===== src/rtl/msgc_pkg.sv =====
package msgc_pkg;
  localparam int HDR_W = 128;
  localparam int ID_W  = 16;

  // field positions (byte 0 in the top bits)
  localparam int FMT_MSB  = HDR_W - 1;
  localparam int TYP_MSB  = HDR_W - 4;
  localparam int RID_LSB  = HDR_W - 48;
  localparam int CODE_LSB = HDR_W - 64;
  localparam int VID_LSB  = HDR_W - 96;

  localparam logic [2:0] FMT_NODATA = 3'b001;
  localparam logic [2:0] FMT_DATA   = 3'b011;
  localparam logic [1:0] MSG_GROUP  = 2'b10;

  localparam logic [7:0] CODE_COR   = 8'h30;
  localparam logic [7:0] CODE_NONF  = 8'h31;
  localparam logic [7:0] CODE_FATAL = 8'h33;
  localparam logic [7:0] CODE_VEND0 = 8'h7E;
  localparam logic [7:0] CODE_VEND1 = 8'h7F;

  typedef enum logic [1:0] {
    SEV_COR   = 2'd0,
    SEV_NONF  = 2'd1,
    SEV_FATAL = 2'd2
  } sev_e;

  typedef enum logic [2:0] {
    RES_NONE,
    RES_ERR,
    RES_FWD,
    RES_UR,
    RES_DROP
  } res_e;
endpackage


===== src/rtl/msgc_vid_table.sv =====
module msgc_vid_table
  import msgc_pkg::*;
#(
  parameter int NUM   = 4,
  parameter int IDX_W = 2
) (
  input  logic             clk,
  input  logic             rst_n,
  input  logic             we,
  input  logic [IDX_W-1:0] idx,
  input  logic [ID_W-1:0]  id_in,
  input  logic             en_in,
  input  logic [ID_W-1:0]  lookup,
  output logic             hit
);
  logic [ID_W-1:0] ent_id [NUM];
  logic [NUM-1:0]  ent_en;
  logic [NUM-1:0]  match;

  always_ff @(posedge clk) begin
    if (!rst_n) begin
      for (int i = 0; i < NUM; i++) ent_id[i] <= '0;
      ent_en <= '0;
    end else if (we) begin
      ent_id[idx] <= id_in;
      ent_en[idx] <= en_in;
    end
  end

  for (genvar g = 0; g < NUM; g++) begin : g_cmp
    assign match[g] = ent_en[g] && (ent_id[g] == lookup);
  end

  assign hit = |match;


  tbl_write_chk: assert property (@(posedge clk) disable iff (!rst_n)
    we |=> (ent_en[$past(idx)] == $past(en_in)) && (ent_id[$past(idx)] == $past(id_in)));
endmodule


===== src/rtl/msgc_decode.sv =====
module msgc_decode
  import msgc_pkg::*;
(
  input  logic [2:0] fmt,
  input  logic [1:0] grp,
  input  logic [7:0] code,
  input  logic       vid_hit,
  output res_e       res,
  output logic [1:0] sev,
  output logic       with_data
);
  logic is_msg;
  logic no_data;

  assign no_data   = (fmt == FMT_NODATA);
  assign with_data = (fmt == FMT_DATA);
  assign is_msg    = (grp == MSG_GROUP) && (no_data || with_data);

  always_comb begin
    res = RES_NONE;
    sev = SEV_COR;
    if (is_msg) begin
      case (code)
        CODE_COR: begin
          if (no_data) res = RES_ERR;
          sev = SEV_COR;
        end
        CODE_NONF: begin
          if (no_data) res = RES_ERR;
          sev = SEV_NONF;
        end
        CODE_FATAL: begin
          if (no_data) res = RES_ERR;
          sev = SEV_FATAL;
        end
        CODE_VEND0: res = vid_hit ? RES_FWD : RES_UR;
        CODE_VEND1: res = vid_hit ? RES_FWD : RES_DROP;
        default:    res = RES_NONE;
      endcase
    end
  end
endmodule


===== src/rtl/msgc_out_stage.sv =====
module msgc_out_stage
  import msgc_pkg::*;
(
  input  logic             clk,
  input  logic             rst_n,
  input  logic             accept,
  input  res_e             res,
  input  logic [1:0]       sev,
  input  logic [ID_W-1:0]  rid,
  input  logic [HDR_W-1:0] hdr,
  input  logic             with_data,
  input  logic             fwd_ready,
  output logic             err_valid,
  output logic [1:0]       err_sev,
  output logic [ID_W-1:0]  err_rid,
  output logic             ur_valid,
  output logic [ID_W-1:0]  ur_rid,
  output logic             fwd_valid,
  output logic [HDR_W-1:0] fwd_hdr,
  output logic             fwd_with_data
);
  logic take_err, take_ur, take_fwd;

  assign take_err = accept && (res == RES_ERR);
  assign take_ur  = accept && (res == RES_UR);
  assign take_fwd = accept && (res == RES_FWD);

  always_ff @(posedge clk) begin
    if (!rst_n) begin
      err_valid     <= 1'b0;
      err_sev       <= '0;
      err_rid       <= '0;
      ur_valid      <= 1'b0;
      ur_rid        <= '0;
      fwd_valid     <= 1'b0;
      fwd_hdr       <= '0;
      fwd_with_data <= 1'b0;
    end else begin
      err_valid <= take_err;
      ur_valid  <= take_ur;
      if (take_err) begin
        err_sev <= sev;
        err_rid <= rid;
      end
      if (take_ur) ur_rid <= rid;
      if (take_fwd) begin
        fwd_valid     <= 1'b1;
        fwd_hdr       <= hdr;
        fwd_with_data <= with_data;
      end else if (fwd_ready) begin
        fwd_valid <= 1'b0;
      end
    end
  end


  fwd_hold_chk: assert property (@(posedge clk) disable iff (!rst_n)
    (fwd_valid && !fwd_ready) |=> (fwd_valid && $stable(fwd_hdr)));


  pulse_excl_chk: assert property (@(posedge clk) disable iff (!rst_n)
    $onehot0({err_valid, ur_valid}));


  no_stall_accept_chk: assert property (@(posedge clk) disable iff (!rst_n)
    accept |-> !(fwd_valid && !fwd_ready));


  fwd_fmt_chk: assert property (@(posedge clk) disable iff (!rst_n)
    fwd_valid |-> (fwd_with_data == (fwd_hdr[HDR_W-1 -: 3] == FMT_DATA)));


  err_sev_range_chk: assert property (@(posedge clk) disable iff (!rst_n)
    err_valid |-> (err_sev != 2'd3));
endmodule


===== src/rtl/msgc_top.sv =====
module msgc_top
  import msgc_pkg::*;
#(
  parameter int NUM_VID   = 4,
  parameter int TBL_IDX_W = (NUM_VID > 1) ? $clog2(NUM_VID) : 1
) (
  input  logic                 clk,
  input  logic                 rst_n,
  input  logic                 hdr_valid,
  output logic                 hdr_ready,
  input  logic [127:0]         hdr_data,
  input  logic                 tbl_we,
  input  logic [TBL_IDX_W-1:0] tbl_idx,
  input  logic [15:0]          tbl_vid,
  input  logic                 tbl_en,
  output logic                 err_valid,
  output logic [1:0]           err_sev,
  output logic [15:0]          err_rid,
  output logic                 ur_valid,
  output logic [15:0]          ur_rid,
  output logic                 fwd_valid,
  input  logic                 fwd_ready,
  output logic [127:0]         fwd_hdr,
  output logic                 fwd_with_data
);
  logic [2:0]      f_fmt;
  logic [1:0]      f_grp;
  logic [7:0]      f_code;
  logic [ID_W-1:0] f_rid;
  logic [ID_W-1:0] f_vid;
  logic            vid_hit;
  res_e            res;
  logic [1:0]      sev;
  logic            with_data;
  logic            accept;

  assign f_fmt  = hdr_data[FMT_MSB -: 3];
  assign f_grp  = hdr_data[TYP_MSB -: 2];
  assign f_code = hdr_data[CODE_LSB +: 8];
  assign f_rid  = hdr_data[RID_LSB +: ID_W];
  assign f_vid  = hdr_data[VID_LSB +: ID_W];

  assign hdr_ready = !fwd_valid || fwd_ready;
  assign accept    = hdr_valid && hdr_ready;

  msgc_vid_table #(.NUM(NUM_VID), .IDX_W(TBL_IDX_W)) u_table (
    .clk    (clk),
    .rst_n  (rst_n),
    .we     (tbl_we),
    .idx    (tbl_idx),
    .id_in  (tbl_vid),
    .en_in  (tbl_en),
    .lookup (f_vid),
    .hit    (vid_hit)
  );

  msgc_decode u_decode (
    .fmt       (f_fmt),
    .grp       (f_grp),
    .code      (f_code),
    .vid_hit   (vid_hit),
    .res       (res),
    .sev       (sev),
    .with_data (with_data)
  );

  msgc_out_stage u_out (
    .clk           (clk),
    .rst_n         (rst_n),
    .accept        (accept),
    .res           (res),
    .sev           (sev),
    .rid           (f_rid),
    .hdr           (hdr_data),
    .with_data     (with_data),
    .fwd_ready     (fwd_ready),
    .err_valid     (err_valid),
    .err_sev       (err_sev),
    .err_rid       (err_rid),
    .ur_valid      (ur_valid),
    .ur_rid        (ur_rid),
    .fwd_valid     (fwd_valid),
    .fwd_hdr       (fwd_hdr),
    .fwd_with_data (fwd_with_data)
  );


  reset_idle_chk: assert property (@(posedge clk)
    !rst_n |=> (!err_valid && !ur_valid && !fwd_valid));
endmodule


===== config.mk =====
export PLATFORM = sky130hd
export DESIGN_NAME = msgc_top
export DESIGN_NICKNAME = d
export VERILOG_FILES = /design/src/rtl/msgc_pkg.sv /design/src/rtl/msgc_vid_table.sv /design/src/rtl/msgc_decode.sv /design/src/rtl/msgc_out_stage.sv /design/src/rtl/msgc_top.sv
export SDC_FILE = /design/constraint.sdc
export NUM_CORES = 1
export LEC_CHECK = 0
export ABC_AREA = 0
export BUFFER_PORTS_ARGS = -buffer_cell sky130_fd_sc_hd__buf_2
export CORE_UTILIZATION = 45
export DETAILED_ROUTE_END_ITERATION = 10
export MAX_ROUTING_LAYER = met4
export PLACE_DENSITY = 0.75
export RECOVER_POWER = 25
export SLEW_MARGIN = 20
export SYNTH_ARGS = -nofsm -noshare
export SYNTH_HDL_FRONTEND = slang
export SYNTH_HIERARCHICAL = 1
export SYNTH_SLANG_ARGS = --single-unit
export TNS_END_PERCENT = 20

===== constraint.sdc =====
create_clock -name clk -period 3.33 [get_ports clk]
set_clock_uncertainty 0.1 [all_clocks]
set_input_delay 0.666 -clock clk [delete_from_list [all_inputs] [get_ports clk]]
set_output_delay 0.666 -clock clk [all_outputs]
set_load 0.01 [all_outputs]

; ---- Word level (Yosys, flattened, before mapping)
; Memory sizes are Yosys's and may differ from the RTL's.
; Index checks and enable logic that the tools add are counted.
[totals]
inputBits = 152
output_inout_bits = 167
mem_bits_rw = 64
ff_bits = 170
elab_cells = 63
n_memories = 1
[op_classes]
eq_ne = 15
magnitude_cmp = 2
reduce_logical = 17
n_mux = 19
[memory_table]
columns = memory, words, word_bits, read_ports, rd_clocked_by_memory_dff, write_ports, line
row1 = u_table.ent_id, 4, 16, 4, 0, 4, msgc_vid_table.sv:16  ; logic [ID_W-1:0] ent_id [NUM];
[op_table]
columns = cell, n
row1 = 16-bit equality test, 4
row2 = "8-bit by 6-bit equality test with 1-bit output, second input constant", 3
row3 = "8-bit by 7-bit equality test with 1-bit output, second input constant", 2
row4 = 16-bit 2-to-1 mux, 1
row5 = 16-bit OR reduction, 1
row6 = 1-bit logical AND, 10
row7 = 1-bit 2-to-1 mux, 10
row8 = "3-bit by 2-bit equality test with 1-bit output, second input constant", 3
row9 = 3-bit one-hot mux with 3 select lines, 1
row10 = "3-bit by 1-bit equality test with 1-bit output, second input constant", 2
row11 = 3-bit 2-to-1 mux, 2
row12 = 4-bit bitwise mux, 1
row13 = 2-bit 2-to-1 mux, 2
row14 = 2-bit one-hot mux with 2 select lines, 1
row15 = 4-bit OR reduction, 1
row16 = "2-bit by 3-bit < comparator with 1-bit output, second input constant", 1
row17 = 3-bit OR reduction, 1
row18 = 1-bit demux with 2-bit select, 1
row19 = "2-bit equality test, second input constant", 1
row20 = "2-bit by 1-bit >= comparator with 1-bit output, second input constant", 1
row21 = 1-bit logical OR, 2
row22 = 2-bit nonzero test, 1
row23 = 1-bit logical NOT, 1

; ---- Depth between registers and ports, before layout
; Gate-level depths: netlist of run 1.
; An unclocked memory read counts as a cell.
[logic_depth]
word_depth = 10
ltp_mapped = 13
ltp_nobuf = 10

; ---- Modules after synthesis
; The synthesis of run 1 kept the hierarchy.
[modules_own_cells]
columns = mod, instances, seq_area_each_um2, cells_per_inst, area_per_inst_um2
row1 = msgc_out_stage, 1, 3323.2, 701, 6555.0
row2 = msgc_vid_table, 1, 2001.9, 273, 3210.6
row3 = msgc_decode, 1, 0.0, 19, 138.9
row4 = msgc_top, 1, 0.0, 2, 22.5

; ---- Worst setup path after synthesis of run 1
; Ideal clock, no wire load.
[synth_timing]
kind = input to register
startpoint = in hdr_data[46]
endpoint = reg u_out.fwd_valid
required_time_ns = 3.115
arrival_ns = 2.733
setup_slack_ns = 0.382
cell_stages = 13
n_path_buf = 4
path_cell_list = clkbuf_2 > xnor2_1 > nand4_1 > nor4_1 > or4_1 > inv_1 > nand4b_1 > a21oi_1 > and4bb_1 > buf_6 > buf_8 > buf_8 > o21a_1
[synth_between]
elab_chain_cells = 9
elab_cells_between_ends = 17
cone_classes = eq/ne (5) / mux (5) / reduce/logical (7)
[synth_rtl]
columns = element, line
row1 = from (decl), msgc_top.sv:11  ; input logic [127:0] hdr_data,
row2 = 16-bit equality test, msgc_vid_table.sv:31  ; assign match[g] = ent_en[g] && (ent_id[g] == lookup);
row3 = 1-bit logical AND, msgc_vid_table.sv:31
row4 = 4-bit OR reduction (*), msgc_vid_table.sv:34  ; assign hit = |match;
row5 = via vid_hit, msgc_top.sv:31  ; logic vid_hit;
row6 = 1-bit 2-to-1 mux (*), msgc_decode.sv:36  ; CODE_VEND0: res = vid_hit ? RES_FWD : RES_UR;
row7 = 3-bit one-hot mux with 3 select lines (*), msgc_decode.sv:23  ; case (code)
row8 = 3-bit 2-to-1 mux (*), msgc_decode.sv:22  ; if (is_msg) begin
row9 = via res[0], msgc_top.sv:32  ; res_e res;
row10 = 3-bit by 2-bit equality test with 1-bit output (*), msgc_out_stage.sv:26  ; assign take_fwd = accept && (res == RES_FWD);
row11 = 1-bit logical AND (*), msgc_out_stage.sv:26
row12 = 1-bit 2-to-1 mux or 2-bit nonzero test (tied branches), --
row13 = to (signal assigned), msgc_out_stage.sv:35  ; fwd_valid <= 1'b0;
row14 = to (signal assigned), msgc_out_stage.sv:47  ; fwd_valid <= 1'b1;
row15 = to (signal assigned), msgc_out_stage.sv:51  ; fwd_valid <= 1'b0;
row16 = to (decl), msgc_out_stage.sv:18  ; output logic fwd_valid,
; Mark *: on every way through the listed nets, which the timed path passes. The rest lies on a longest branch.
; A chain may end at the register's enable or synchronous reset.

==> reports/qor.log, run 1 <==
qor: run_status.status complete, no violations
qor: place.preCtsSetupSlack -65.38 ps
qor: die.start_util 0.4649
qor: run.maxCapViolCount 0
qor: cts.cts-buffers-inserted 25
qor: routing.dr_total_vias 7787
qor: setup_path.worst_setup_path_end_kind flop
qor: finish.stdcell_count 1583
qor: synthesis.post_synth_num_cell_types 39
qor: cts.cts_root_buf clkbuf_16
qor: synthesis.synth-async-reset-ratio 0
qor: global_routing.track_usage 0.2144
qor: global_routing.first_global_vias 7323
qor: global_routing.global_route_wire_length_before_repair 37090 um
qor: synthesis.avgSynthCellArea 9.977 um2
qor: pwr.vdd_drop_max 0.3815 mV
qor: routing.dr.first_iter.drc_count 407
qor: pwr.p_per_cell_area 487.2 nW/um2
qor: finish.syn_to_final_growth 25.75%
qor: timing.setup_tns 0 ps
qor: finish.fin_nets 1441
qor: setup_path.crit_slowest_cell edfxtp_1
qor: timing.maxSlewHeadroom 0.3873
qor: global_routing.grt_remaining_overflow 0
qor: pwr.sequential_group_share_of_total_power 0.496
qor: cts.cts_setup_buffers 0
qor: die.floorplan.io_pins 319
qor: setup_path.worstPathMaxFanout 14
qor: synthesis.synth.yosys.seq_area_share 0.5364
qor: cts.tritoncts_num_sinks 234
qor: global_routing.grt_max_degree 187
qor: pwr.p_sw 1.367 mW
qor: routing.detail_route.wirelength 24880 um
qor: pwr.p_int 4.715 mW
qor: timing.period_needed 3002 ps
qor: cts.clockBufferDepth 3
qor: setup_path.crit_chain xor2_1 -> nor4_1 -> nand4_1 -> nor4_1 -> or4_1 -> inv_1 -> nand4b_1 -> a21oi_1 -> and4bb_4 -> buf_12 -> buf_12 -> mux2i_1
qor: setup_path.arrival 3330 ps
qor: place.gp_routability_congestion 0.8349
qor: timing.final.setup.worst_slack 328.4 ps
qor: synthesis.yosys_warnings 6
qor: setup_path.setup.worst_path.class reg -> reg
qor: setup_path.worst-endpoint-required 3660 ps
qor: finish.finalCoreUtilization 0.5846
qor: cts.cts_hold_repair.buffers 0
qor: worst_hold_path.hold_class in -> reg
qor: timing.final-setup-viol-count 0
qor: place.detailed_place_hpwl 18150 um
qor: timing.rsz_0062_raised_after_global_routing false
qor: setup_path.critPathLaunchType flop
qor: die.floorplan.die.height 150.5 um
qor: synthesis.postSynthCellCount 995
qor: place.placement.io_buffers 318
qor: cts.tritoncts yes
qor: global_routing.grt_antenna_before_repair 0
qor: setup_path.setup.reg_to_reg.worst_slack 330 ps
qor: timing.tightest_slew 919.1 ps
qor: pwr.netSwitchingFraction 0.2248
qor: timing.count_of_pins_over_their_slew_limit 0
qor: cts.ctsHtreeMaxLevel 1
qor: finish.fraction_of_layout_instances_using_a_drive_strength_above_1 0.2854
qor: pwr.share_comb_of_total_power 0.067
qor: routing.final_antenna_net_count 0
qor: die.die_area 22660 um2
qor: die.coreArea 21350 um2
qor: routing.routed_via_density 4.919
qor: timing.timing.final.crit_share 0.9014
qor: cts.path_clk_slew 60 ps
qor: routing.routed_len_inst 15.72 um
qor: routing.drtPass1Iterations 4
qor: timing.timing.fmax 333.2 MHz
qor: cts.cts_repair_resize_count 0
qor: cts.clock_insertion_delay_worst_skew 510 ps
qor: pwr.p_leak 5.429 nW
qor: timing.finalHoldViolations 0
qor: routing.remaining_drc_errors 0
qor: setup_path.cp_slowest_stage_delay 400 ps
qor: synthesis.synth-seq-cells 234
qor: synthesis.synthesis.nets 1147
qor: synthesis.synth_area 9927 um2
qor: pwr.power.share.clock 0.436
qor: synthesis.most_used_flip_flop_cell_after_synthesis dfxtp_1
qor: die.core.rowCount 53
qor: synthesis.synth-edff-count 64
qor: die.die_x 150.5 um
qor: place.dp_cells 1537
per-stage QoR:
stage | area (um2) | power [mW] | hold WS [ps]
after detailed placement | 11720 | 3.489 | 343.3
after global placement | 11720 | 3.479 | 338.2
after CTS | 12500 | 6.152 | 280.0
final | 12480 | 6.082 | 297.2
after global routing | 12480 | 6.301 | 286.1
after floorplan | 9927 | 3.307 | 343.7
cells by family (layout without fill, tap and decap cells):
kind of cell / count (synthesis) / in the layout / share of synthesized area
muxes: 166 / 166 / 0.1674
and+or+nand+nor: 441 / 441 / 0.1864
AOI/OAI and AO/OA: 4 / 4 / 0.002521
buffers and inverters: 86 / 398 / 0.05079
DFF: 234 / 234 / 0.5364
other: 0 / 1 / 0
xor gates and xnor gates: 64 / 64 / 0.05647
layout by cell type, fill, tap and decap left out, drive strengths merged, types with 4 or more instances in the layout:
| master | count |
|---|---|
| nand4 | 14 |
| clkbuf | 41 |
| nor2b | 4 |
| mux2i | 166 |
| buf | 327 |
| dfxtp | 170 |
| nand2 | 337 |
| xor2 | 16 |
| nor2 | 51 |
| edfxtp | 64 |
| nand2b | 4 |
| clkinv | 8 |
| inv | 18 |
| nor4 | 8 |
| xnor2 | 48 |
synth_stat cells, drive strengths merged, types with 8 or more instances:
cell | instances | area, um2
clkbuf | 41 | 161.4
buf | 27 | 275.3
edfxtp | 64 | 1922
nor4 | 8 | 50.05
nand4 | 14 | 100.1
dfxtp | 170 | 3403
mux2i | 166 | 1662
nand2 | 337 | 1265
inv | 18 | 67.56
xor2 | 16 | 140.1
xnor2 | 48 | 420.4
nor2 | 51 | 191.4
area by class of cell:
type	count	area, um2
Fill cell	1835	8870
Sequential cell	234	5325
Multi-Input combinational cell	675	4101
Timing Repair Buffer	335	1861
Clock buffer	33	665.6
Tap cell	275	344.1
Clock inverter	12	116.4
Inverter	18	67.56
Antenna cell	1	2.502
worst paths after layout:
check                                  startpoint  depth (start not counted)                             end
setup reg to reg  u_table/ent_id[3][13]$_DFFE_PP_                         12  u_out/fwd_hdr[32]$_SDFFE_PN0P_
setup / recovery  u_table/ent_id[3][13]$_DFFE_PP_                         12  u_out/fwd_hdr[32]$_SDFFE_PN0P_
hold / removal                       hdr_data[31]                          3  u_out/fwd_hdr[31]$_SDFFE_PN0P_
hold reg to reg    u_out/fwd_hdr[96]$_SDFFE_PN0P_                          2  u_out/fwd_hdr[96]$_SDFFE_PN0P_
routing by layer:
| metal | track usage | part of all wire | up-vias |
|---|---|---|---|
| li1 | - | - | 3841 |
| met1 | 0.2504 | 0.40 | 3595 |
| met2 | 0.3682 | 0.50 | 293 |
| met3 | 0.03879 | 0.068 | 58 |
| met4 | 0.07525 | 0.030 | 0 |
| met5 | - | 0 | - |
power by group through the flow:
stage / logic [mW] / registers, mW / clock network [mW]
final: 0.410 / 3.02 / 2.65
after global routing: 0.450 / 3.02 / 2.83
after CTS: 0.412 / 3.02 / 2.72
after detailed placement: 0.409 / 3.08 / 0
after global placement: 0.403 / 3.08 / 0
after floorplan: 0.235 / 3.07 / 0
worst max-delay path, delay by kind of cell (launching register included):
kind                      cells  cell delay (ps)
AOI/OAI and AO/OA             1               90
muxes                         1              210
and+or+nand+nor               6             1510
DFF                           1              400
buffers and inverters         3              430
xor gates and xnor gates      1              150
registers in the layout, summed over array words and instances (netlist names):
signal               cells
u_out/err_rid           16
u_out/ur_valid           1
u_out/fwd_hdr          128
u_out/fwd_valid          1
u_out/ur_rid            16
u_out/err_sev            2
u_table/ent_id          64
u_table/ent_en           4
u_out/fwd_with_data      1
u_out/err_valid          1
(Power assumes the default switching activity.)
==> run 2: changes to the inputs <==
Clock period 3.33 ns to 3.65 ns, I/O delays scaled along.
==> run 2 against run 1 <==
Net effect:
- the flow now finishes with violations (max-capacitance violations, max-slew violations)
- final cell count shrank 0.32%
- design area shrank 0.50%
- sequential share of layout area rose by 0.21 points
- clock power fell by 6%
- flip-flop and latch count stayed put
==> reports/qor.log, run 2 (synthesized netlist as in run 1, its figures left out) <==
qor: run_status.status finished, violations left
qor: run_status.violations max-capacitance violations, max-slew violations
qor: global_routing.grt_max_degree 227 [+21%]
qor: worst_hold_path.hold_class reg -> reg
qor: finish.fin_nets 1437 [-0.28%]
qor: die.core.rowCount 53 [unchanged]
qor: setup_path.worst_setup_path_end_kind flop
qor: global_routing.grt.met3_usage 0.03576 [-0.003030]
qor: cts.cts_repair_resize_count 0 [unchanged]
qor: timing.finalHoldViolations 0 [unchanged]
qor: global_routing.grt_antenna_before_repair 0 [unchanged]
qor: routing.remaining_drc_errors 0 [unchanged]
qor: die.floorplan.die.height 150.5 um [unchanged]
qor: die.start_util 0.4649 [unchanged]
qor: routing.final_antenna_net_count 0 [unchanged]
qor: pwr.p_per_cell_area 451.9 nW/um2 [-7.2%]
qor: cts.cts_setup_buffers 0 [unchanged]
qor: die.die_area 22660 um2 [unchanged]
qor: worst_hold_path.hold_path.startpoint u_out/fwd_hdr[23]$_SDFFE_PN0P_
qor: setup_path.worst-endpoint-required 3970 ps [+310 ps]
qor: timing.timing.fmax 317.0 MHz [-4.8%]
qor: cts.cts-buffers-inserted 25 [unchanged]
qor: routing.routed_via_density 4.899 [-0.42%]
qor: setup_path.rr_worst_depth 11 [-1]
qor: finish.n_antenna_cell 0 [-1]
qor: cts.clockBufferDepth 3 [unchanged]
qor: place.gp_routability_congestion 0.9085 [+8.8%]
qor: finish.largest_register_ffs 128 [unchanged]
qor: die.coreArea 21350 um2 [unchanged]
qor: timing.final.setup.worst_slack 495.8 ps [+167.4 ps]
qor: pwr.p_leak 5.433 nW [about the same]
qor: routing.routed_len_inst 15.82 um [+0.68%]
qor: run.maxCapViolCount 1 [+1]
qor: timing.period_needed 3154 ps [+152.6 ps]
qor: setup_path.setup.reg_to_reg.worst_slack 500 ps [+170 ps]
qor: cts.tritoncts yes
qor: global_routing.grt_remaining_overflow 0 [unchanged]
qor: routing.detail_route.wirelength 24970 um [+0.37%]
qor: global_routing.track_usage 0.2125 [-0.001847]
qor: timing.tightest_slew 2211 ps [+1292 ps]
qor: finish.syn_to_final_growth 25.12%
qor: routing.dr.first_iter.drc_count 362 [-11%]
qor: setup_path.rr_startpoint u_table/ent_id[1][8]$_SDFFCE_PN0P_
qor: setup_path.regToRegEndpoint u_out/fwd_hdr[32]$_SDFFE_PN0P_
qor: timing.rsz_0062_raised_after_global_routing false
qor: pwr.vdd_drop_max 0.3856 mV [+1.1%]
qor: global_routing.globalRouteMet1Util 0.2529 [+0.002456]
qor: timing.maxSlewHeadroom -0.4738 [-0.8611]
qor: setup_path.arrival 3480 ps [+150 ps]
qor: global_routing.groute.layer.met2.usage 0.3611 [-0.007143]
qor: routing.drtPass1Iterations 4 [unchanged]
qor: timing.count_of_pins_over_their_slew_limit 227 [+227]
qor: place.detailed_place_hpwl 17990 um [-0.84%]
qor: die.floorplan.io_pins 319 [unchanged]
qor: setup_path.worstPathMaxFanout 16 [+2]
qor: global_routing.globalRoute.busiestLayer met2
qor: finish.stdcell_count 1578 [-0.32%]
qor: finish.largest_registers u_out/fwd_hdr: 128 flops, u_table/ent_id: 64 flops
qor: worst_hold_path.cell_depth_of_the_worst_min_delay_path 2 [-1]
qor: cts.tritoncts_num_sinks 234 [unchanged]
qor: global_routing.global_route_wire_length_before_repair 36870 um [-0.60%]
qor: place.placement.io_buffers 318 [unchanged]
qor: pwr.power 5.613 mW [-7.7%]
qor: place.dp_cells 1533 [-0.26%]
qor: cts.clock_insertion_delay_worst_skew 510 ps [about the same]
qor: die.die_x 150.5 um [unchanged]
qor: cts.cts_hold_repair.buffers 0 [unchanged]
qor: global_routing.first_global_vias 7188 [-1.8%]
qor: setup_path.setup.worst_path.class reg -> reg
qor: place.preCtsSetupSlack -12.74 ps [+52.64 ps]
qor: timing.timing.final.crit_share 0.8642 [-0.03721]
qor: finish.most-common-layout-cells nand2_1, buf_2, dfxtp_1, mux2i_1, edfxtp_1
qor: finish.fraction_of_layout_instances_using_a_drive_strength_above_1 0.2870 [+0.001644]
qor: routing.dr_total_vias 7730 [-0.73%]
qor: worst_hold_path.hold_path_end u_out/fwd_hdr[23]$_SDFFE_PN0P_
qor: setup_path.worst_setup_path_startpoint u_table/ent_id[1][8]$_SDFFCE_PN0P_
qor: cts.path_clk_slew 60 ps [about the same]
qor: finish.largest-register u_out/fwd_hdr
qor: timing.final-setup-viol-count 0 [unchanged]
qor: cts.cts_root_buf clkbuf_16
qor: setup_path.critPathLaunchType flop
qor: cts.ctsHtreeMaxLevel 1 [unchanged]
qor: finish.final_common_cell nand2_1
[run 2: critical path, stage by stage, from the launching register on]
cell and delay, ps:
edfxtp_1 390, xor2_1 190, nor4_1 370, nand4_1 150
nor4_1 240, or4_1 220, inv_1 80, nand4b_1 80
a21oi_1 90, and4bb_4 660, buf_4 260, mux2i_1 210
[run 2: metal layers]
layer  vias up  wire length (um)  part of all wire
met2       257             12490              0.50
met5         -                 0                 0
met1      3578             10210              0.41
met3        54              1596             0.064
li1       3841                 -                 -
met4         0               663             0.027
[run 2: worst max-delay path by stage]
stage | to | depth (start not counted)
floorplan | u_out/fwd_valid$_SDFFE_PN0P_ | 13
global placement | u_out/fwd_hdr[101]$_SDFFE_PN0P_ | 12
detailed placement | u_out/fwd_hdr[32]$_SDFFE_PN0P_ | 11
CTS | u_out/fwd_hdr[38]$_SDFFE_PN0P_ | 11
global route | u_out/fwd_hdr[123]$_SDFFE_PN0P_ | 10
finish | u_out/fwd_hdr[32]$_SDFFE_PN0P_ | 11
[run 2: power by group]
| part | internal (mW) | switching (mW) |
|---|---|---|
| Sequential | 2.73 | 0.0268 |
| Combinational | 0.150 | 0.225 |
| Clock | 1.50 | 0.987 |
| Total | 4.37 | 1.24 |
[run 2: final cells by class]
cell class | instances | area, um2
multi-input combinational | 675 | 4101
fill | 1846 | 8932
clock buffer | 36 | 716.9
sequential | 234 | 5325
tap | 275 | 344.1
inverter | 18 | 67.56
clock inverter | 9 | 91.34
timing repair buffer | 331 | 1774
[run 2: per-stage QoR]
stage / hold WS, ps / TNS [ps] / cell area, um2 / utilization
2_1_floorplan: 343.7 / 0 / 9927 / -
3_3_place_gp: 338.0 / 0 / 11640 / 0.5450
3_5_place_dp: 343.3 / -48.15 / 11640 / 0.5450
4_1_cts: 340.0 / 0 / 12450 / 0.5829
5_1_grt: 347.3 / 0 / 12420 / 0.5817
6_report: 350.2 / 0 / 12420 / 0.5817
==> run 3: changes to the inputs <==
Settings changed: SYNTH_HIERARCHICAL 1 to not set.
Clock period 3.65 ns to 3.2 ns, I/O delays scaled along.
==> run 3 against run 2 <==
Net effect:
- the run now ends clean
- power rose by 14%
- combinational power rose by 16%
- worst setup slack improved by 290 ps
- final cell count rose by 1.1%
- sequential power rose by 15%
- sequential share of layout area rose by 0.15 points
- critical path depth fell by 4
- flip-flop and latch count did not move
- area after synthesis barely moved
- core utilization fell by 0.21 points
- critical path type unchanged
- largest power group unchanged
==> reports/qor.log, run 3 <==
qor: synthesis.yosysTopAreaCellShare 0.3428 [about the same]
qor: finish.fraction_of_layout_instances_using_a_drive_strength_above_1 0.2875 [+0.0004225]
qor: timing.finalHoldViolations 0 [unchanged]
qor: synthesis.synth_compound_area_frac 0.02621 [+0.02369]
qor: synthesis.synth_area 9928 um2 [about the same]
qor: cts.clock_insertion_delay_worst_skew 510 ps [about the same]
qor: setup_path.cp_slowest_stage_delay 440 ps [-220 ps]
qor: synthesis.synth_mux_area_frac 0.1371 [-0.03027]
qor: finish.fin_nets 1449 [+0.84%]
qor: cts.cts_repair_resize_count 0 [unchanged]
qor: timing.maxSlewHeadroom 0.3783 [+0.8521]
qor: setup_path.worstPathMaxFanout 29 [+13]
qor: run.maxCapViolCount 0 [-1]
qor: cts.path_clk_slew 60 ps [about the same]
qor: timing.rsz_0062_raised_after_global_routing false
qor: finish.finalCoreUtilization 0.5796 [-0.002051]
qor: timing.setup_tns 0 ps [unchanged]
qor: die.die_area 22660 um2 [about the same]
qor: timing.tightest_slew 932.6 ps [-1278 ps]
qor: synthesis.synth_adder_area_share 0 [unchanged]
qor: synthesis.synth_top_family_by_area simple AND/OR/NAND/NOR gates
qor: timing.final-setup-viol-count 0 [unchanged]
qor: synthesis.synth_area_in_xor_xnor 0.05999 [+0.003522]
qor: die.die_x 150.5 um [about the same]
qor: cts.ctsHtreeMaxLevel 1 [unchanged]
qor: routing.drtPass1Iterations 4 [unchanged]
qor: synthesis.yosys.cell_count.top_type nand2_1
qor: setup_path.worst_setup_path_end_kind flop
qor: place.gp_routability_congestion 0.9231 [+1.6%]
qor: place.detailed_place_hpwl 20200 um [+12%]
qor: finish.largest-register u_out.fwd_hdr
qor: synthesis.avgSynthCellArea 9.830 um2 [-1.5%]
qor: routing.final_antenna_net_count 0 [unchanged]
qor: finish.largest_register_ffs 128 [unchanged]
qor: pwr.p_per_cell_area 515.9 nW/um2 [+14%]
qor: cts.tritoncts_num_sinks 234 [unchanged]
qor: synthesis.post_synth_num_cell_types 37 [-5.1%]
qor: routing.remaining_drc_errors 0 [unchanged]
qor: synthesis.yosys_warnings 0 [-6]
qor: finish.most-common-layout-cells buf_2, nand2_1, dfxtp_1, mux2i_1, edfxtp_1
qor: cts.clockBufferDepth 3 [unchanged]
qor: timing.timing.fmax 413.7 MHz [+30%]
qor: setup_path.setup.worst_path.class reg -> reg
qor: timing.count_of_pins_over_their_slew_limit 0 [-100%]
qor: place.placement.io_buffers 318 [unchanged]
qor: setup_path.critPathLaunchType flop
qor: global_routing.grt_remaining_overflow 0 [unchanged]
qor: global_routing.global_route_wire_length_before_repair 39670 um [+7.6%]
qor: synthesis.synth-seq-cells 234 [unchanged]
qor: die.floorplan.die.height 150.5 um [about the same]
qor: synthesis.synth-edff-count 64 [unchanged]
qor: cts.cts_hold_repair.buffers 0 [unchanged]
qor: cts.cts_setup_buffers 0 [unchanged]
qor: die.core.rowCount 53 [unchanged]
qor: cts.cts-buffers-inserted 25 [unchanged]
qor: global_routing.track_usage 0.2338 [+0.02123]
qor: cts.cts_root_buf clkbuf_16
qor: routing.routed_via_density 4.983 [+1.7%]
qor: place.dp_cells 1545 [+0.78%]
qor: finish.largest_registers u_out.fwd_hdr: 128 flops, u_table.ent_id: 64 flops
qor: synthesis.post_synth_simple_gate_area 0.1875 [+0.001111]
qor: run_status.status complete, no violations
qor: synthesis.netlist_top_cells_count nand2_1, dfxtp_1, mux2i_1, edfxtp_1, xor2_1
qor: setup_path.worst-endpoint-required 3520 ps [-450 ps]
qor: timing.timing.final.crit_share 0.7554 [-0.1088]
qor: global_routing.first_global_vias 7264 [+1.1%]
qor: synthesis.most_used_flip_flop_cell_after_synthesis dfxtp_1
qor: synthesis.synth.yosys.seq_area_share 0.5364 [about the same]
qor: routing.dr_total_vias 7948 [+2.8%]
qor: routing.dr.first_iter.drc_count 367 [+1.4%]
qor: pwr.p_leak 5.455 nW [+0.41%]
qor: finish.final_common_cell buf_2
qor: synthesis.synthesis.nets 1162 [+1.3%]
qor: pwr.vdd_drop_max 0.3951 mV [+2.5%]
qor: global_routing.grt_max_degree 211 [-7.0%]
qor: finish.stdcell_count 1595 [+1.1%]
qor: synthesis.synth.largest_area_cell dfxtp_1
qor: routing.routed_len_inst 16.91 um [+6.8%]
qor: setup_path.arrival 2740 ps [-740 ps]
qor: synthesis.postSynthCellCount 1010 [+1.5%]
qor: die.start_util 0.4650 [about the same]
qor: setup_path.crit_slowest_cell edfxtp_1
qor: cts.tritoncts yes
qor: finish.syn_to_final_growth 24.66%
qor: worst_hold_path.hold_class in -> reg
qor: routing.detail_route.wirelength 26960 um [+8.0%]
qor: synthesis.synth-async-reset-ratio 0 [unchanged]
qor: finish.layout.filler_cells 1892 [+2.5%]
qor: synthesis.synth_area_leaders dfxtp_1, edfxtp_1, mux2i_1
qor: setup_path.crit_chain xor2_1 -> nor4_1 -> nand3_1 -> o22ai_2 -> o21a_4 -> buf_12 -> mux2i_1
qor: timing.period_needed 2417 ps [-736.9 ps]
qor: die.coreArea 21350 um2 [unchanged]
qor: global_routing.grt_antenna_before_repair 2 [+2]
qor: die.floorplan.io_pins 319 [unchanged]
## run 3: cell count changes after synthesis, sizes merged, moves of 7 or more
cell   previous run  this run
a21oi             2        19
nand4            14         6
mux2i           166       136
xnor2            48         8
xor2             16        60
nand2           337       309
buf              27        34
nor4              8        21
nor3              2        11
o21a              1        10
nand3             3        18
## run 3: metrics by stage
stage / hold slack (ps) / worst slack (ps) / cell area (um2) / power (mW)
6_report: 274.6 / 782.7 / 12380 / 6.385
2_1_floorplan: 376.1 / 736.2 / 9928 / 3.458
4_1_cts: 251.2 / 780.4 / 12380 / 6.447
3_5_place_dp: 343.9 / 397.0 / 11580 / 3.657
3_3_place_gp: 335.8 / 456.7 / 11580 / 3.655
5_1_grt: 254.9 / 624.1 / 12370 / 6.620
## run 3: worst paths after layout
check	slack [ps]	cells after the start	from	to
hold reg to reg	350	2	u_out.fwd_hdr[118]$_SDFFE_PN0P_	u_out.fwd_hdr[118]$_SDFFE_PN0P_
setup reg to reg	780	7	u_table.ent_id[0][14]$_SDFFCE_PN0P_	u_out.fwd_hdr[110]$_SDFFE_PN0P_
setup / recovery	780	7	u_table.ent_id[0][14]$_SDFFCE_PN0P_	u_out.fwd_hdr[110]$_SDFFE_PN0P_
hold / removal	270	3	hdr_data[25]	u_out.fwd_hdr[25]$_SDFFE_PN0P_
## run 3: kinds of logic (layout without fill, tap and decap cells)
family | Yosys count | in the layout
other | 0 | 5
AND/OR/NAND/NOR | 442 | 442
XOR/XNOR | 68 | 68
flip-flops | 234 | 234
buffers and inverters | 89 | 394
AO/OA/AOI/OAI | 41 | 41
multiplexers | 136 | 136
## run 3: routing by layer
layer  track usage  up-vias  routed length (um)  share of wire
met5             -        -                   0              0
met4       0.08131        0                 687          0.025
met3       0.04152       49                1735          0.064
met2        0.3813      300               13040           0.48
met1        0.2908     3681               11500           0.43
li1              -     3918                   -              -
## run 3: area by class of cell
| class | count | area (um2) | share of cell area |
|---|---|---|---|
| antenna | 5 | 12.51 | 0.001011 |
| clock inverter | 11 | 86.33 | 0.006975 |
| inverter | 18 | 67.56 | 0.005459 |
| timing repair buffer | 331 | 1742 | 0.1407 |
| clock buffer | 34 | 713.2 | 0.05762 |
| multi-input combinational | 687 | 4086 | 0.3302 |
| sequential | 234 | 5325 | 0.4302 |
| tap | 275 | 344.1 | 0.02780 |
## run 3: critical path, delay by kind of cell (launching register included)
family / cells / cell delay (ps)
multiplexers: 1 / 240
XOR/XNOR: 1 / 170
AND/OR/NAND/NOR: 2 / 500
flip-flops: 1 / 440
buffers and inverters: 1 / 250
AO/OA/AOI/OAI: 2 / 610
## run 3: where the power goes
group	switching, mW	internal [mW]
Combinational	0.278	0.158
Clock	1.15	1.64
Sequential	0.0464	3.11
Total	1.48	4.91
